File: src/rtl/rob_rs_pkg.sv
// Shared types for the resizable reorder buffer.
package rob_rs_pkg;

    // Capacity currently in effect.
    typedef enum logic {
        CAP_FULL = 1'b0,
        CAP_HALF = 1'b1
    } cap_mode_e;

    // Mode status passed from the size controller to the pointer logic.
    typedef struct packed {
        cap_mode_e mode;      // registered mode
        logic      pend_dn;   // shrink requested, not yet in effect
        logic      go_half;   // mode flips to half on this edge
        logic      switching; // mode flips (either way) on this edge
    } size_ctl_t;

endpackage

File: src/rtl/rob_size_ctl.sv
// Capacity mode controller.
// Holds the full/half mode. A shrink takes effect only after no live
// entry sits in the upper partition. A grow takes effect only after the
// live region does not wrap the 48-entry ring.
// Assumes: head < active capacity and count <= active capacity.
module rob_size_ctl
    import rob_rs_pkg::*;
#(
    parameter  int DEPTH = 96,
    localparam int IW    = $clog2(DEPTH),
    localparam int CNTW  = $clog2(DEPTH + 1)
) (
    input  logic            clk,
    input  logic            rst_n,
    input  logic            downsize,
    input  logic [IW-1:0]   head,
    input  logic [CNTW-1:0] count,
    output size_ctl_t       st,
    output logic [CNTW-1:0] cap_eff
);
    localparam int HALF = DEPTH / 2;
    localparam int SW   = CNTW + 2;

    cap_mode_e      mode_q;
    logic [SW-1:0]  live_end;
    logic           upper_live;
    logic           go_half;
    logic           go_full;

    // End of the live region without wrap, used by both transition tests.
    assign live_end   = SW'(head) + SW'(count);
    // Some live entry lies at index HALF or above (full mode only).
    assign upper_live = (mode_q == CAP_FULL) && (count != '0) &&
                        ((head >= IW'(HALF)) || (live_end > SW'(HALF)));
    assign go_half    = downsize && (mode_q == CAP_FULL) && !upper_live;
    assign go_full    = !downsize && (mode_q == CAP_HALF) && (live_end <= SW'(HALF));

    // Mode register update.
    always_ff @(posedge clk) begin
        if (!rst_n)        mode_q <= CAP_FULL;
        else if (go_half)  mode_q <= CAP_HALF;
        else if (go_full)  mode_q <= CAP_FULL;
    end

    // Status outputs.
    always_comb begin
        st.mode      = mode_q;
        st.pend_dn   = downsize && (mode_q == CAP_FULL);
        st.go_half   = go_half;
        st.switching = go_half || go_full;
        cap_eff      = (mode_q == CAP_HALF) ? CNTW'(HALF) : CNTW'(DEPTH);
    end

    AST_HALF_HEAD_LOW: assert property (@(posedge clk) disable iff (!rst_n)
        (mode_q == CAP_HALF) |-> (head < IW'(HALF)) && (count <= CNTW'(HALF)));
    AST_SHRINK_NEEDS_REQ: assert property (@(posedge clk) disable iff (!rst_n)
        $rose(mode_q == CAP_HALF) |-> $past(downsize));
    AST_GROW_NEEDS_REL: assert property (@(posedge clk) disable iff (!rst_n)
        $fell(mode_q == CAP_HALF) |-> !$past(downsize));

endmodule

File: src/rtl/rob_ptr_ctl.sv
// Head pointer and occupancy counter.
// Grants reservations whole, applies retirements and flushes, and wraps
// indices at the capacity in effect. The tail is derived as head+count.
// Assumes: flush_idx names a live entry; commit_n is 0 during a flush.
module rob_ptr_ctl
    import rob_rs_pkg::*;
#(
    parameter  int DEPTH = 96,
    parameter  int WIDTH = 4,
    localparam int IW    = $clog2(DEPTH),
    localparam int CNTW  = $clog2(DEPTH + 1),
    localparam int CW    = $clog2(WIDTH + 1)
) (
    input  logic            clk,
    input  logic            rst_n,
    input  logic [CW-1:0]   alloc_req,
    input  logic            flush_vld,
    input  logic [IW-1:0]   flush_idx,
    input  logic [CW-1:0]   commit_n,
    input  size_ctl_t       st,
    input  logic [CNTW-1:0] cap_eff,
    output logic [IW-1:0]   head_q,
    output logic [CNTW-1:0] count_q,
    output logic [IW-1:0]   tail,
    output logic            alloc_fire
);
    localparam int HALF = DEPTH / 2;
    localparam int SW   = CNTW + 2;

    // Wrap a sum known to be below twice the capacity.
    function automatic logic [IW-1:0] wrap_at(input logic [SW-1:0] s, input logic [SW-1:0] cap);
        if (s >= cap) return IW'(s - cap);
        return IW'(s);
    endfunction

    logic [SW-1:0]   cap_w;
    logic [SW-1:0]   free_w;
    logic [SW-1:0]   fl_span;
    logic            room_ok;
    logic [IW-1:0]   head_n;
    logic [CNTW-1:0] count_n;

    assign cap_w  = SW'(cap_eff);
    assign tail   = wrap_at(SW'(head_q) + SW'(count_q), cap_w);
    assign free_w = cap_w - SW'(count_q);

    // While a shrink is pending, no granted entry may reach the upper half.
    assign room_ok = !st.pend_dn || ((SW'(tail) + SW'(alloc_req)) <= SW'(HALF));

    // Whole-request grant decision.
    assign alloc_fire = !flush_vld && !st.switching && (alloc_req != '0) &&
                        (alloc_req <= CW'(WIDTH)) && (SW'(alloc_req) <= free_w) && room_ok;

    // Distance from head to the kept flush entry, modulo capacity.
    assign fl_span = (flush_idx >= head_q) ? (SW'(flush_idx) - SW'(head_q))
                                           : (SW'(flush_idx) + cap_w - SW'(head_q));

    // Next head and occupancy.
    always_comb begin
        if (flush_vld) begin
            head_n  = head_q;
            count_n = CNTW'(fl_span + SW'(1));
        end else begin
            head_n  = wrap_at(SW'(head_q) + SW'(commit_n), cap_w);
            count_n = CNTW'(SW'(count_q) + (alloc_fire ? SW'(alloc_req) : SW'(0)) - SW'(commit_n));
        end
        if (st.go_half && (count_n == '0)) head_n = '0;
    end

    // Pointer registers.
    always_ff @(posedge clk) begin
        if (!rst_n) begin
            head_q  <= '0;
            count_q <= '0;
        end else begin
            head_q  <= head_n;
            count_q <= count_n;
        end
    end

    AST_COUNT_BOUND: assert property (@(posedge clk) disable iff (!rst_n)
        count_q <= cap_eff);
    AST_NO_OVERFLOW: assert property (@(posedge clk) disable iff (!rst_n)
        alloc_fire |=> (count_q <= cap_eff));
    AST_FLUSH_SHRINKS: assert property (@(posedge clk) disable iff (!rst_n)
        flush_vld |=> (count_q <= $past(count_q)) && (head_q == $past(head_q)));
    AST_HALF_TAIL_LOW: assert property (@(posedge clk) disable iff (!rst_n)
        (st.mode == CAP_HALF) |-> (tail < IW'(HALF)));

endmodule

File: src/rtl/rob_done_vec.sv
// Completion flags and in-order retirement scan.
// One flag per entry: set by a completion, cleared when the entry is
// granted again. Retirement counts the unbroken run of set flags from the
// head, limited by the port width and the occupancy.
// Assumes: completions target live entries only.
module rob_done_vec #(
    parameter  int DEPTH = 96,
    parameter  int WIDTH = 4,
    localparam int IW    = $clog2(DEPTH),
    localparam int CNTW  = $clog2(DEPTH + 1),
    localparam int CW    = $clog2(WIDTH + 1)
) (
    input  logic            clk,
    input  logic            rst_n,
    input  logic [IW-1:0]   head,
    input  logic [IW-1:0]   tail,
    input  logic [CNTW-1:0] count,
    input  logic [CNTW-1:0] cap_eff,
    input  logic            alloc_fire,
    input  logic [CW-1:0]   alloc_req,
    input  logic            cmpl_vld,
    input  logic [IW-1:0]   cmpl_idx,
    input  logic            flush_vld,
    output logic [CW-1:0]   commit_n
);
    localparam int SW = CNTW + 2;

    // Wrap a sum known to be below twice the capacity.
    function automatic logic [IW-1:0] wrap_at(input logic [SW-1:0] s, input logic [SW-1:0] cap);
        if (s >= cap) return IW'(s - cap);
        return IW'(s);
    endfunction

    logic [DEPTH-1:0] done_q;
    logic [DEPTH-1:0] clr_vec;
    logic [IW-1:0]    slot_idx [WIDTH];
    logic [IW-1:0]    scan_idx [WIDTH];

    for (genvar k = 0; k < WIDTH; k++) begin : g_lane
        assign slot_idx[k] = wrap_at(SW'(tail) + SW'(k), SW'(cap_eff));
        assign scan_idx[k] = wrap_at(SW'(head) + SW'(k), SW'(cap_eff));
    end

    // Entries being granted this cycle lose their completion flag.
    always_comb begin
        clr_vec = '0;
        for (int k = 0; k < WIDTH; k++) begin
            if (alloc_fire && (CW'(k) < alloc_req)) clr_vec[slot_idx[k]] = 1'b1;
        end
    end

    for (genvar i = 0; i < DEPTH; i++) begin : g_flag
        // Per-entry completion flag.
        always_ff @(posedge clk) begin
            if (!rst_n)                                 done_q[i] <= 1'b0;
            else if (clr_vec[i])                        done_q[i] <= 1'b0;
            else if (cmpl_vld && (cmpl_idx == IW'(i)))  done_q[i] <= 1'b1;
        end
    end

    // Unbroken run of complete entries from the head.
    always_comb begin
        logic run;
        run      = !flush_vld;
        commit_n = '0;
        for (int k = 0; k < WIDTH; k++) begin
            if (run && (CNTW'(k) < count) && done_q[scan_idx[k]]) commit_n = commit_n + CW'(1);
            else                                                  run      = 1'b0;
        end
    end

    AST_COMMIT_LIMIT: assert property (@(posedge clk) disable iff (!rst_n)
        CNTW'(commit_n) <= count);
    AST_FRESH_NOT_DONE: assert property (@(posedge clk) disable iff (!rst_n)
        alloc_fire |=> !done_q[$past(tail)]);

endmodule

File: src/rtl/rob_resizable.sv
// Resizable reorder buffer top.
// Ring of DEPTH entries with WIDTH-wide grant and retire ports, a flush
// that keeps entries up to a named index, and a capacity that can be
// halved at runtime once the upper partition is vacated.
// Assumes: the requester respects alloc_ok; flush and completion indices
// name live entries.
module rob_resizable
    import rob_rs_pkg::*;
#(
    parameter  int DEPTH = 96,
    parameter  int WIDTH = 4,
    localparam int IW    = $clog2(DEPTH),
    localparam int CNTW  = $clog2(DEPTH + 1),
    localparam int CW    = $clog2(WIDTH + 1)
) (
    input  logic            clk,
    input  logic            rst_n,
    input  logic [CW-1:0]   alloc_req,
    output logic            alloc_ok,
    output logic [IW-1:0]   alloc_base,
    input  logic            cmpl_vld,
    input  logic [IW-1:0]   cmpl_idx,
    output logic [CW-1:0]   commit_cnt,
    output logic [IW-1:0]   commit_base,
    input  logic            flush_vld,
    input  logic [IW-1:0]   flush_idx,
    input  logic            downsize,
    output logic            half_active,
    output logic            full,
    output logic            empty,
    output logic [CNTW-1:0] count
);
    size_ctl_t       st;
    logic [CNTW-1:0] cap_eff;
    logic [IW-1:0]   head_q;
    logic [IW-1:0]   tail;
    logic [CNTW-1:0] count_q;
    logic [CW-1:0]   commit_n;
    logic            alloc_fire;

    rob_size_ctl #(.DEPTH(DEPTH)) u_size (
        .clk      (clk),
        .rst_n    (rst_n),
        .downsize (downsize),
        .head     (head_q),
        .count    (count_q),
        .st       (st),
        .cap_eff  (cap_eff)
    );

    rob_ptr_ctl #(.DEPTH(DEPTH), .WIDTH(WIDTH)) u_ptr (
        .clk        (clk),
        .rst_n      (rst_n),
        .alloc_req  (alloc_req),
        .flush_vld  (flush_vld),
        .flush_idx  (flush_idx),
        .commit_n   (commit_n),
        .st         (st),
        .cap_eff    (cap_eff),
        .head_q     (head_q),
        .count_q    (count_q),
        .tail       (tail),
        .alloc_fire (alloc_fire)
    );

    rob_done_vec #(.DEPTH(DEPTH), .WIDTH(WIDTH)) u_done (
        .clk        (clk),
        .rst_n      (rst_n),
        .head       (head_q),
        .tail       (tail),
        .count      (count_q),
        .cap_eff    (cap_eff),
        .alloc_fire (alloc_fire),
        .alloc_req  (alloc_req),
        .cmpl_vld   (cmpl_vld),
        .cmpl_idx   (cmpl_idx),
        .flush_vld  (flush_vld),
        .commit_n   (commit_n)
    );

    // Output mapping.
    always_comb begin
        alloc_ok    = alloc_fire;
        alloc_base  = tail;
        commit_cnt  = commit_n;
        commit_base = head_q;
        half_active = (st.mode == CAP_HALF);
        full        = (count_q == cap_eff);
        empty       = (count_q == '0);
        count       = count_q;
    end

    AST_FULL_REFUSES: assert property (@(posedge clk) disable iff (!rst_n)
        full |-> !alloc_ok);
    AST_FLUSH_QUIET: assert property (@(posedge clk) disable iff (!rst_n)
        flush_vld |-> !alloc_ok && (commit_cnt == '0));

endmodule

File: config.mk
export PLATFORM = sky130hd
export DESIGN_NAME = rob_resizable
export DESIGN_NICKNAME = d
export VERILOG_FILES = /design/src/rtl/rob_rs_pkg.sv /design/src/rtl/rob_size_ctl.sv /design/src/rtl/rob_ptr_ctl.sv /design/src/rtl/rob_done_vec.sv /design/src/rtl/rob_resizable.sv
export SDC_FILE = /design/constraint.sdc
export NUM_CORES = 1
export LEC_CHECK = 0
export ABC_CLOCK_PERIOD_IN_PS = 7900
export BUFFER_PORTS_ARGS = -buffer_cell sky130_fd_sc_hd__buf_2
export CAP_MARGIN = 5
export CELL_PAD_IN_SITES_DETAIL_PLACEMENT = 1
export CELL_PAD_IN_SITES_GLOBAL_PLACEMENT = 2
export CORE_UTILIZATION = 40
export DETAILED_ROUTE_END_ITERATION = 8
export GPL_ROUTABILITY_DRIVEN = 0
export PLACE_DENSITY_LB_ADDON = 0.1
export SYNTH_ARGS = -nofsm -noshare
export SYNTH_HDL_FRONTEND = slang
export SYNTH_SLANG_ARGS = --single-unit
File: constraint.sdc
create_clock -name clk -period 7.9 [get_ports clk]
set_input_delay 1.58 -clock clk [delete_from_list [all_inputs] [get_ports clk]]
set_output_delay 1.58 -clock clk [all_outputs]
set_load 0.01 [all_outputs]
### After elaboration in Yosys (flattened, before gate mapping)

Index checks and enable logic that the tools add are counted.

| storage, ports and cells | value |
|---|---|
| bits in registers | 111 |
| input port bits | 22 |
| logic and storage cells | 565 |

| cells by class | value |
|---|---|
| add/subtract/negate cells | 29 |
| $lt $le $gt $ge | 37 |
| equality and inequality tests | 96 |
| multiplexer cells | 64 |
| bitwise operators | 5 |
| reduce and logical (&&, ||, !) cells | 235 |

Operators by type and width:

| cell | number |
|---|---|
| 96-bit 2-to-1 mux | 4 |
| 96-bit bitwise OR | 3 |
| 7-bit by 6-bit == test with 1-bit output (second input constant) | 32 |
| 7-bit == test (second input constant) | 32 |
| 2-bit OR reduction | 97 |
| 7-bit 2-to-1 mux | 23 |
| 1-bit logical AND | 124 |
| 7-bit by 5-bit == test with 1-bit output (second input constant) | 16 |
| 7-bit subtractor | 12 |
| 8-bit by 7-bit >= comparator with 1-bit output | 8 |
| 7-bit by 8-bit less-than comparator with 1-bit output (second input constant) | 8 |
| 7-bit by 4-bit == test with 1-bit output (second input constant) | 8 |
| 7-bit by 2-bit adder with 8-bit output (second input constant) | 4 |
| 1-bit binary-select mux with 7-bit select | 4 |
| 1-bit demux with 7-bit select | 4 |
| 7-bit by 3-bit == test with 1-bit output (second input constant) | 4 |
| 7-bit by 1-bit >= comparator with 1-bit output (second input constant) | 4 |
| 1-bit 2-to-1 mux | 25 |
| 7-bit >= comparator | 3 |
| 7-bit zero test | 3 |
| 7-bit by 1-bit adder with 8-bit output (second input constant) | 2 |
| 7-bit by 3-bit adder with 8-bit output | 2 |
| 7-bit adder | 2 |
| 7-bit by 2-bit == test with 1-bit output (second input constant) | 2 |
| other kinds (25) | 40 |

### Longest topological paths before layout

| depth | value |
|---|---|
| depth in word-level cells | 22 |
| mapped depth | 35 |

### By module

Synthesis repeated with hierarchy kept, for this count alone.

| unflattened totals | value |
|---|---|
| cell total of the unflattened synthesis | 2679 |
| area, all modules | 19022.0 sq um |

By module, submodules not included:

| module | times used | cells an instance | area each (sq um) |
|---|---|---|---|
| rob_done_vec | 1 | 2135 | 14819.2 |
| rob_ptr_ctl | 1 | 472 | 3638.5 |
| rob_size_ctl | 1 | 61 | 470.5 |
| rob_resizable | 1 | 11 | 93.8 |

### Worst setup path before layout

No wires, ideal clock.

| timing path | value |
|---|---|
| path type | reg-to-reg |
| start point | register u_ptr.head_q[1] |
| end point | register u_ptr.head_q[4] |
| setup time | 0.116 ns |
| arrival time | 7.164 ns |
| data required time | 7.784 ns |
| setup slack | 0.620 ns |
| stages on the path, launching flop included | 33 |
| path buffers | 3 |
| period minus slack after synthesis | 7.280 ns |
| path through | dfxtp_1 clkbuf_1 clkbuf_1 inv_1 nor2_1 xnor2_1 ha_1 nand2_1 or4_1 o21ai_0 mux2i_1 mux2_2 a211oi_1 nand4bb_1 buf_4 nand2_1 o21ai_0 ha_1 inv_1 mux2i_1 mux2_1 fa_1 inv_1 ha_1 a21o_1 a21oi_1 o21bai_1 a21oi_1 xnor2_1 a221oi_1 a2111oi_0 o2111ai_1 and3_1 |

| between the ends | value |
|---|---|
| longest elaborated chain between the ends | 21 |

RTL lines:

| item | line | text |
|---|---|---|
| from (decl) | rob_ptr_ctl.sv:22 | `output logic [IW-1:0] head_q,` |
| from (signal assigned) | rob_ptr_ctl.sv:76 | `head_q <= head_n;` |
| branches (longest 15 deep; another with 7-bit by 1-bit adder with 8-bit output) | -- |  |
| 3-bit 2-to-1 mux * | rob_done_vec.sv:67 | `if (run && (CNTW'(k) < count) && done_q[scan_idx[k]]) commit_n = commit_n + CW'(1);` |
| net commit_cnt[1] | rob_resizable.sv:23 | `output logic [CW-1:0] commit_cnt,` |
| 7-bit by 3-bit adder with 8-bit output or 7-bit by 3-bit subtractor with 7-bit output (tied branches) | rob_ptr_ctl.sv:64, rob_ptr_ctl.sv:65 |  |
| 8-bit by 7-bit >= comparator with 1-bit output or 7-bit 2-to-1 mux (tied branches) | rob_ptr_ctl.sv:32, rob_ptr_ctl.sv:60 |  |
| 1-bit 2-to-1 mux or 7-bit zero test (tied branches) | rob_ptr_ctl.sv:32, rob_ptr_ctl.sv:67 |  |
| 1-bit 2-to-1 mux or 1-bit logical AND (tied branches) | rob_ptr_ctl.sv:60, rob_ptr_ctl.sv:67 |  |
| 7-bit 2-to-1 mux or 2-bit OR reduction (tied branches) | -- |  |

Mark *: on every way through the listed nets, which the timed path passes. The select of a mux whose other input is x is not followed.
A chain may end at the register's enable or synchronous reset.

### Worst setup path after layout

| timing path | value |
|---|---|
| start point | register u_ptr.head_q[0] |
| end point | register u_ptr.head_q[4] |

| between the ends | value |
|---|---|
| longest elaborated chain between the ends | 21 |

RTL lines:

| item |
|---|
| branches (longest 21 deep; another with 7-bit by 1-bit adder with 8-bit output) |

Parallel ways; which one is timed is not known. The select of a mux whose other input is x is not followed.

==> results.tsv <==
metric	value	unit
H-tree depth	3	
Max Cap Viol	0	
class of the worst hold path	reg2reg	
Worst-Margin Slew	1.36	ns
depth of the most critical reg-to-reg path	30	
Syn Inst Count	1730	
fmax	0.133	GHz
Num CTS Buffers	9	
initial antenna violation count	1	
Seq/Total Area, Yosys	15.3	%
Worst R2R Start	u_ptr.head_q[0]	
leading cell type in the layout, fill and taps excluded	nor2_1	
WHS Endpoint	u_done.done_q[82]	
commonest non-fill, non-tap cells in the layout	nor2_1, mux4_2, dfxtp_1, o21ai_0, nand2_1	
Via Count	16100	
Setup Total Neg Slack	0	ns
Tmin final	7.52	ns
DRC Markers	0	
share of layout cells above drive strength 1	18.2	%
Core ar.	35600	um2
Tcrit/Tclk final	95.2	%
status	completed	
WHS Path Cells	4	
kind of cell adding the most delay to the critical path	compound AO/OA/AOI/OAI gates	
Max VDD drop	0.239	mV
drt first-iter violations	2234	
die area	37000	um2
GRT Overall Usage	39.2	%
CTS tree	built	
largest net degree at the start of global routing	66	
DP HPWL	55.4	mm
first-pass GRT wire length	105	mm
cell at the slowest stage of the critical path	fa_1	
count of cell types in the netlist	96	
ys async rst share	0	%
drt total wl	71.7	mm
Pleak	5.51	nW
CP max stage delay	0.56	ns
Post-synth EDFFs	0	
routed len/inst	32.5	um
n_diodes	0	
# IOs	50	
Crit path top cell by count	ha_1	
unrepaired setup endpoints after global routing	false	
Buf/Inv on CP	3	
clock root buffer	clkbuf_16	
worst-path fanout max	13	
Cell Pwr Density	212	nW/um2
clock skew	0.0171	ns
Port Buffers	49	
synth top area cells	mux4_2, dfxtp_1, ha_1	
endpoints failing setup	0	
CTS Sinks	111	
Hold Slack	0.685	ns
CTS Hold Buffers Added	0	
Net Count, Synth	1849	
Initial Utilization	40.7	%
CP Capture Type	flop	
number of global-route vias before repair	15800	
count of pins over their slew limit	0	
Synth area leader	mux4_2	
FF-to-FF End	u_ptr.head_q[4]	
Synth Cell Area	14500	um2
ys flop type	dfxtp_1	
row count	69	
area share of the largest cell type after synthesis	18.4	%
Syn Area/Cell	8.37	um2
Fill cells	4237	
Hold Fails Final Rpt	0	
hold_sp	u_done.done_q[82]	
WP data arrival	7.80	ns
Area growth, synth to finish	8.60	%
register area	2230	um2
DRT antenna net count	0	
Clock Path Buffers	2	
Synth Warn #	0	
drt via density	7.29	
crit path launch type	flop	
die height	192	um
clock latency on the worst-skew pair	0.39	ns
critical path class	reg2reg	
Overflow after GRT	0	
Slew headroom	9.23	%
synthesized flop and latch total	111	
register clock-pin slew on the reported worst setup and hold paths	0.09	ns
router iterations before antenna repair	7	
# nets final	1859	
Multi-input gate area	11500	um2
R2R setup slack	0.38	ns
Critical Path RT	8.19	ns
Die X-Extent	192	um
[worst reg2reg max path: cells and delay by family (launching register included)]
family	cells	cell delay, ns
compound gates	11	2.30
xor+xnor	2	0.35
fa+ha+maj	6	2.11
buf+inv	3	0.20
flops	1	0.46
mux	4	1.06
simple gates	4	0.91
[area by class of cell]
| class | count | area share (%) |
|---|---|---|
| Timing Repair Buffer | 111 | 4.60 |
| Clock buffer | 9 | 1.43 |
| Clock inverter | 7 | 0.517 |
| Tap cell | 461 | 3.67 |
| Inverter | 89 | 2.15 |
| Multi-Input combinational cell | 1418 | 73.4 |
| Sequential cell | 111 | 14.2 |
[metrics by stage]
step	setup WS [ns]	instance area [um2]	total power [mW]	cells	utilization, %
2_1_floorplan	0.620	14500	2.02	1730	-
3_3_place_gp	0.418	15300	2.71	2184	43.1
3_5_place_dp	0.0118	15300	2.75	2184	43.1
4_1_cts	0.00389	15600	3.25	2200	43.9
5_1_grt	0.0188	15700	3.49	2206	44.2
6_report	0.383	15700	3.33	2206	44.2
[sequential cells by signal (all words and copies together) (netlist names)]
name / flops
u_size.mode_q: 1
u_done.done_q: 96
u_ptr.count_q: 7
u_ptr.head_q: 7
[synthesized netlist by cell type (7+ instances only)]
library cell and instances:
o211ai_1 25, and3_1 16, buf_2 31, a21o_1 17, nand3b_1 7, a41oi_1 14, or3_1 12, fa_1 11
nand3_1 67, ha_1 86, nand2_1 88, o41ai_1 10, mux2i_1 29, inv_1 78, mux4_2 118, o21ai_0 99
a221oi_1 77, a21oi_1 62, dfxtp_1 111, o21a_1 14, xor2_1 19, nor4_1 17, a211oi_1 28, xnor2_1 46
nor2_1 249, nand4_1 16, a31oi_1 48, nand2b_1 12, nor3_1 46, clkbuf_1 70, o221ai_1 53
[per-layer routing]
metal | GRT usage (%) | routed length, um
met2 | 57.5 | 30500
met1 | 52.6 | 29400
met3 | 11.2 | 8350
met5 | 0 | 0
met4 | 18.8 | 3490
[where the power goes]
group | total (mW) | leakage (nW) | internal [mW] | switching, mW
Combinational | 2.22 | 4.46 | 0.599 | 1.62
Clock | 0.511 | 0.150 | 0.229 | 0.282
Sequential | 0.605 | 0.899 | 0.573 | 0.0317
[worst max-delay path by stage]
| stage | start | to | slack [ns] | cells past startpoint |
|---|---|---|---|---|
| finish | u_ptr.head_q[0] | u_ptr.head_q[4] | 0.38 | 30 |
| global route | u_ptr.head_q[0] | u_ptr.head_q[3] | 0.02 | 30 |
| CTS | u_ptr.head_q[0] | u_ptr.head_q[4] | 0.004 | 31 |
| detailed placement | u_ptr.head_q[0] | u_ptr.head_q[4] | 0.01 | 30 |
| global placement | u_ptr.head_q[4] | u_ptr.head_q[4] | 0.42 | 28 |
| floorplan | u_ptr.head_q[1] | u_ptr.head_q[4] | 0.62 | 32 |
[cells by family after synthesis]
group                    synth area share [%]
adder cells (fa/ha/maj)                  8.95
AO/OA/AOI/OAI                            25.9
multiplexers                             20.8
buffers and inverters                    5.63
AND/OR/NAND/NOR                          19.1
flip-flops                               15.3
XOR/XNOR                                 4.20
[timing repair]
| action | CTS | global route |
|---|---|---|
| pin swaps | 0 | 2 |
| endpoints found under the setup margin | 4 | 7 |
| gates cloned | 0 | 0 |
| buffers inserted | 0 | 6 |
| resized for setup | 1 | 17 |
Power figures use the tool's default switching activity.
